## src/rtl/pwr_mode_ctl.sv

```systemverilog
module pwr_mode_ctl #(
  parameter int IRQ_W = 8,
  parameter int SEL_W = 3
) (
  input  logic             clk,
  input  logic             rst_n,
  input  logic             save_req,
  input  logic [1:0]       save_mode,
  input  logic [IRQ_W-1:0] irq_req,
  input  logic [IRQ_W-1:0] irq_en,
  input  logic             wdt_timeout,
  input  logic             wdt_on,
  input  logic [SEL_W-1:0] clk_sel,
  output logic             cpu_clk_en,
  output logic             periph_clk_en,
  output logic             sysosc_en,
  output logic             lprc_en,
  output logic             fscm_en,
  output logic             wdt_clr,
  output logic             wake,
  output logic [SEL_W-1:0] clk_src
);

  typedef enum logic [1:0] {ST_RUN = 2'd0, ST_IDLE = 2'd1, ST_SLEEP = 2'd2} pstate_t;

  localparam logic [1:0] CODE_SLEEP = 2'b01;
  localparam logic [1:0] CODE_IDLE  = 2'b10;

  pstate_t state, state_nx;
  logic    wake_cond;
  logic    low_pwr;
  logic    go_sleep;

  assign wake_cond = (|(irq_req & irq_en)) | wdt_timeout;
  assign low_pwr   = (state != ST_RUN);
  assign go_sleep  = (state == ST_RUN) && save_req && (save_mode == CODE_SLEEP);

  always_comb begin
    state_nx = state;
    unique case (state)
      ST_RUN:
        if (save_req) begin
          if (save_mode == CODE_SLEEP)     state_nx = ST_SLEEP;
          else if (save_mode == CODE_IDLE) state_nx = ST_IDLE;
        end
      ST_IDLE, ST_SLEEP:
        if (wake_cond) state_nx = ST_RUN;
      default: state_nx = ST_RUN;
    endcase
  end

  always_ff @(posedge clk or negedge rst_n) begin
    if (!rst_n) begin
      state   <= ST_RUN;
      wdt_clr <= 1'b0;
      wake    <= 1'b0;
      clk_src <= '0;
    end else begin
      state   <= state_nx;
      wdt_clr <= go_sleep && wdt_on;
      wake    <= low_pwr && wake_cond;
      if (!low_pwr) clk_src <= clk_sel;
    end
  end

  assign cpu_clk_en    = !low_pwr;
  assign periph_clk_en = (state != ST_SLEEP);
  assign sysosc_en     = (state != ST_SLEEP);
  assign fscm_en       = (state != ST_SLEEP);
  assign lprc_en       = (state != ST_SLEEP) || wdt_on;

endmodule

```

## config.mk

```make
export PLATFORM = sky130hd
export DESIGN_NAME = pwr_mode_ctl
export DESIGN_NICKNAME = d
export VERILOG_FILES = /design/src/rtl/pwr_mode_ctl.sv
export SDC_FILE = /design/constraint.sdc
export NUM_CORES = 1
export LEC_CHECK = 0
export BUFFER_PORTS_ARGS = -buffer_cell sky130_fd_sc_hd__buf_2
export CORE_AREA = 5 5 42 44
export DETAILED_ROUTE_END_ITERATION = 12
export DIE_AREA = 0 0 47 49
export GPL_ROUTABILITY_DRIVEN = 0
export PLACE_DENSITY = 0.76
export RECOVER_POWER = 25
export SYNTH_ARGS = -nofsm -noshare
export SYNTH_HDL_FRONTEND = slang
export SYNTH_SLANG_ARGS = --single-unit
```

## constraint.sdc

```tcl
create_clock -name clk -period 1.4 [get_ports clk]
set_input_delay 0.21 -clock clk [delete_from_list [all_inputs] [get_ports clk]]
set_output_delay 0.21 -clock clk [all_outputs]
set_load 0.05 [all_outputs]
```

==> results of run 1 <==
-- cell usage after synthesis --
master	number
nand2_1	5
a22oi_1	1
inv_1	4
a21oi_1	1
o311ai_2	1
and3_1	1
ha_1	2
buf_4	2
nand3_1	3
clkbuf_1	1
a222oi_1	1
nand2b_1	2
dfrtp_1	7
a31oi_1	1
and3_2	1
nor2_1	1
o311ai_1	1
o211ai_1	2
and2_4	1
mux2_2	3
-- metrics by stage --
step,power (mW),hold slack [ps],worst slack (ps),instance area [µm²]
floorplan,1.04,-85.6,-1.38,440
CTS,1.47,184,-25.0,689
detailed placement,1.16,55.9,31.0,604
global route,1.68,179,-40.8,748
global placement,1.14,48.0,84.7,604
finish,1.59,190,-1.59,748
-- worst reg2reg max path: cells and delay by family (launching register included) --
kind / cells / cell delay, ps
AO/OA/AOI/OAI: 1 / 220
adder cells (fa/ha/maj): 1 / 190
buffers and inverters: 1 / 80
flip-flops: 1 / 440
AND/OR/NAND/NOR: 2 / 320
-- layer usage --
layer  routed length [µm]  vias to the layer above  GRT usage
met1                  493                      208      0.154
met3                  103                        0     0.0221
met2                  611                       25      0.174
met4                    0                        0     0.0691
li1                     -                      226          -
met5                    0                        -          0
-- final cells by class --
class,instances,area share
multi-input combinational,27,0.344
inverter,4,0.0251
tap,16,0.0268
timing repair buffer,40,0.333
clock buffer,4,0.0351
sequential,7,0.236
-- registers in the layout (all words and copies together), names as in the netlist --
register / cells
state: 2
wake: 1
wdt_clr: 1
clk_src: 3
-- worst paths after layout --
check / from / slack (ps) / cells past startpoint / end
max in group asynchronous: rst_n / 680 / 2 / state[1]$_DFFE_PN0P_
min: wdt_on / 190 / 3 / wdt_clr$_DFF_PN0_
max: state[0]$_DFFE_PN0P_ / -2 / 4 / periph_clk_en
min reg2reg: clk_src[2]$_DFFE_PN0N_ / 500 / 1 / clk_src[2]$_DFFE_PN0N_
max reg2reg: state[1]$_DFFE_PN0P_ / 50 / 5 / state[0]$_DFFE_PN0P_
min in group asynchronous: rst_n / 400 / 2 / state[0]$_DFFE_PN0P_
-- what timing repair did --
item / in CTS / in global routing
hold buffers: 1 / 0
gates resized for setup: 10 / 8
hold endpoints to repair: 7 / 0
pin swaps: 0 / 2
buffers inserted: 1 / 3
setup endpoints to repair: 6 / 7
-- cell usage in the layout (no fill, tap or decap) --
cell / n
buf_2: 29
a21oi_1: 1
buf_4: 4
buf_8: 1
buf_6: 4
inv_2: 2
nand2b_1: 2
nor2_1: 1
nand2_1: 5
dfrtp_2: 1
inv_1: 1
clkbuf_1: 2
ha_4: 2
and3_4: 1
o311ai_4: 2
clkinvlp_4: 1
dlygate4sd3_1: 1
and2_4: 1
clkbuf_4: 3
a222oi_1: 1
a31oi_1: 1
o211ai_1: 2
and3_2: 1
dfrtp_1: 6
a22oi_1: 1
mux2_2: 3
nand3_1: 3
-- power breakdown --
part           internal (mW)  total [mW]  switching, mW
clock network          0.109       0.189         0.0796
registers              0.279       0.324         0.0450
logic                  0.436        1.08          0.644
-- cell families after synthesis --
kind of cell               after synthesis  synth area share
DFF                                      7             0.428
muxes                                    3            0.0826
adders and majority gates                2            0.0612
buffers and inverters                    7            0.0825
and+or+nand+nor                         14             0.177
AOI/OAI and AO/OA                        8             0.168
==> results_dict.tcl, run 1 <==
set metrics [dict create \
    min_period_over_period 1.00 \
    initial_core_util 0.292 \
    finalNonFillerCells 98 \
    synthCells 41 \
    worstSetupPathType "reg2out" \
    crit_fanout 3 \
    synth_seq_area_share 0.428 \
    synth_nets 69 \
    fp.coreArea_um2 1400 \
    hold_violations 0 \
    power_density_nw_per_um2 2130 \
    fin_nets 111 \
    cp_slowest_stage_delay_ps 400 \
    hold_class "in2reg" \
    status "complete, but fails checks" \
    p_leak_nw 0.365 \
    die_w_um 47 \
    multi_input_area_um2 258 \
    ir_drop_mv 0.890 \
    drtPass1Iterations 4 \
    grt_pass1_vias 488 \
    drive_gt1_frac 0.671 \
    cts_tree "yes" \
    grt_max_degree 11 \
    drc 0 \
    via_count 459 \
    clock_sinks 7 \
    slew_headroom 0.712 \
    setup_viol 3 \
    cp-start-kind "flip-flop" \
    dp_hpwl_um 929 \
    wire_per_inst_um 12.3 \
    ys_warn_count 0 \
    cts_root_buf "clkbuf_4" \
    n_antenna_cell 0 \
    die_h_um 49 \
    skew_ps 12.0 \
    yosysUniqueCellTypes 20 \
    clk_latency_ps 260 \
    path_delay_family "flip-flops" \
    numCtsBuffers 3 \
    synth_area_leader_cell "dfrtp_1" \
    cp_cell_sequence "inv_2, ha_4, clkinvlp_4, buf_6" \
    tightest_slew_ps 432 \
    grt_pass1_wl_um 1990 \
    avgSynthCellArea_um2 9.98 \
    post-place-cells 89 \
    slew_viol_final 0 \
    cp-end-kind "primary output" \
    required_ps 1190 \
    grt_usage 0.118 \
    violations "setup timing" \
    num_rows 14 \
    die-area_um2 2300 \
    ys_ff_latch 7 \
    synth_top_area_share 0.428 \
    path_buf_inv 3 \
    cts_max_level 1 \
    synth_top_cells_by_area "dfrtp_1 (43%), mux2_2 (8.3%), ha_1 (6.1%)" \
    routed_wl_um 1210 \
    clock_path_buffers 2 \
    cap_viol_max_count 0 \
    critical_path_arrival_ps 1190 \
    path_clk_slew_ps 60 \
    io_pins 36 \
    cp_slowest_cell "dfrtp_1" \
    period_needed_ps 1400 \
    drt_iter0_drc 6 \
    vias_per_cell 4.68 \
    synth_area_um2 409 \
    antenna_found_initial 0 \
    setup_tns_ps -3.89 \
    io_buffer_count 35 \
    max_freq_mhz 713 \
    fin_ws_ps -1.59 \
    overflow 0 \
    rsz0062_at_grt "true" \
    syn2layout_area_growth_pct 82.9 \
    ant_nets 0 \
    seq_area_um2 176 \
    finish.utilization 0.534 \
    fill_cells 129 \
]
(Power assumes the default switching activity.)
==> inputs of run 2 (changes only) <==
PLACE_DENSITY = 0.68   (was 0.76)
==> results_dict.tcl, run 2 (synthesis gave the netlist of run 1 again) <==
set metrics [dict create \
    via_count 456 \
    fp.coreArea_um2 1400 \
    status "finished, final reports clean" \
    io_pins 36 \
    routed_wl_um 1220 \
    numCtsBuffers 3 \
    cp_slowest_stage_delay_ps 390 \
    drive_gt1_frac 0.638 \
    hold_path_startpoint "clk_sel[1]" \
    fin_total_pwr_mw 1.53 \
    max_freq_mhz 715 \
    overflow 0 \
    crit_fanout 3 \
    die-area_um2 2300 \
    top_register "clk_src" \
    cp_cell_sequence "buf_6, ha_4, clkinvlp_4, buf_6" \
    p_sw_mw 0.748 \
    final_cell_mix "buf_2 (29), dfrtp_1 (7), nand2_1 (5), buf_6 (4)" \
    cp_slowest_cell "dfrtp_1" \
    p_leak_nw 0.358 \
    seq_area_um2 175 \
    fin_ws_ps 1.76 \
    power_density_nw_per_um2 2100 \
    cp-end-kind "primary output" \
    drtPass1Iterations 4 \
    largestRegisters "clk_src (3), state (2)" \
    worstSetupStartpoint "state[1]$_DFFE_PN0P_" \
    n_antenna_cell 0 \
    grt_max_degree 11 \
    setup_viol 0 \
    antenna_found_initial 0 \
    path_buf_inv 3 \
    grt_pass1_wl_um 1900 \
    r2r_setup_slack_ps 70 \
    slew_headroom 0.744 \
    ant_nets 0 \
    path_common_cell "buf_6" \
    r2r_start "state[0]$_DFFE_PN0P_" \
    drt_iter0_drc 5 \
    cts_max_level 1 \
    clk_latency_ps 250 \
    sw_frac_of_total 0.488 \
    combPwrFrac 0.674 \
    required_ps 1190 \
    hold_violations 0 \
    io_buffer_count 35 \
    die_h_um 49 \
    cts_tree "yes" \
    preCtsSetupSlack_ps 26.7 \
    final_common_cell "buf_2" \
    critical_path_arrival_ps 1190 \
    hold_class "in2reg" \
    min_period_over_period 0.999 \
    largest_reg_flops 3 \
    die_w_um 47 \
    rsz0062_at_grt "true" \
    syn2layout_area_growth_pct 78.3 \
    clockPowerShare 0.121 \
    skew_ps 5.21 \
    fill_cells 151 \
    ir_drop_mv 0.667 \
    worstSetupPathType "reg2out" \
    p_seq_frac 0.205 \
    grt_pass1_vias 473 \
    vias_per_cell 4.75 \
    path_clk_slew_ps 50 \
    drc 0 \
    grt_usage 0.115 \
    whs_ps 196 \
    wire_per_inst_um 12.8 \
    initial_core_util 0.292 \
    period_needed_ps 1400 \
    cp-start-kind "flip-flop" \
    multi_input_area_um2 248 \
    cts_root_buf "clkbuf_4" \
    tightest_slew_ps 384 \
    p_int_mw 0.786 \
    clock_sinks 7 \
    cap_viol_max_count 0 \
    num_rows 14 \
    dp_hpwl_um 938 \
    fin_nets 109 \
    clock_path_buffers 2 \
    slew_viol_final 0 \
    path_delay_family "flip-flops" \
]
-- run 2: cell types whose count changed in the layout (fill, tap and decap cells not counted), sizes merged --
| cell | before | now |
|---|---|---|
| buf | 38 | 36 |
-- run 2: area by class of cell --
type,count,share of cell area
clock buffers,4,0.0360
flip-flops and latches,7,0.240
repair buffers,38,0.331
inverters,4,0.0257
well taps,16,0.0274
multi-input cells,27,0.340
-- run 2: routing by layer --
layer / vias to the layer above / track usage / share of wire
met1: 208 / 0.119 / 0.34
met2: 25 / 0.195 / 0.56
met4: 0 / 0.0968 / 0.016
li1: 221 / - / -
met3: 2 / 0.00738 / 0.087
met5: - / 0 / 0
-- run 2: power by group through the flow --
| stage | Combinational (mW) | Sequential (mW) | Clock [mW] |
|---|---|---|---|
| after floorplan | 0.528 | 0.510 | 0 |
| after global placement | 0.851 | 0.311 | 0 |
| after global routing | 1.09 | 0.329 | 0.210 |
| after CTS | 0.989 | 0.316 | 0.195 |
| after detailed placement | 0.859 | 0.318 | 0 |
| final | 1.03 | 0.315 | 0.185 |
-- run 2: stage by stage --
step	area [µm²]	util	TNS, ps	instances
after floorplan	440	-	-1.38	41
after global routing	729	0.521	-250	96
after detailed placement	612	0.437	0	90
after global placement	612	0.437	0	90
final	729	0.521	0	96
after CTS	704	0.503	-32.0	96
-- run 2: worst paths after layout --
path	end	cells past startpoint
min in group asynchronous	wdt_clr$_DFF_PN0_	2
worst min-delay path	clk_src[1]$_DFFE_PN0N_	2
worst max-delay path	periph_clk_en	4
max in group asynchronous	clk_src[2]$_DFFE_PN0N_	2
worst min register to register	clk_src[2]$_DFFE_PN0N_	1
worst max register to register	state[1]$_DFFE_PN0P_	5
-- run 2: timing repair --
item                                    4_1_cts  5_1_grt
resized for setup                            13        4
endpoints found under the hold margin         7        0
endpoints found under the setup margin        5        7
hold buffers                                  1        0
gates cloned                                  0        0
pin swaps                                     1        1
buffers inserted                              1        0
-- run 2: worst register-to-register path: stages, from the launching register on --
cell      delay (ps)
dfrtp_1          400
inv_2            110
ha_4             210
and3_4           150
and2_4           170
o311ai_2         210
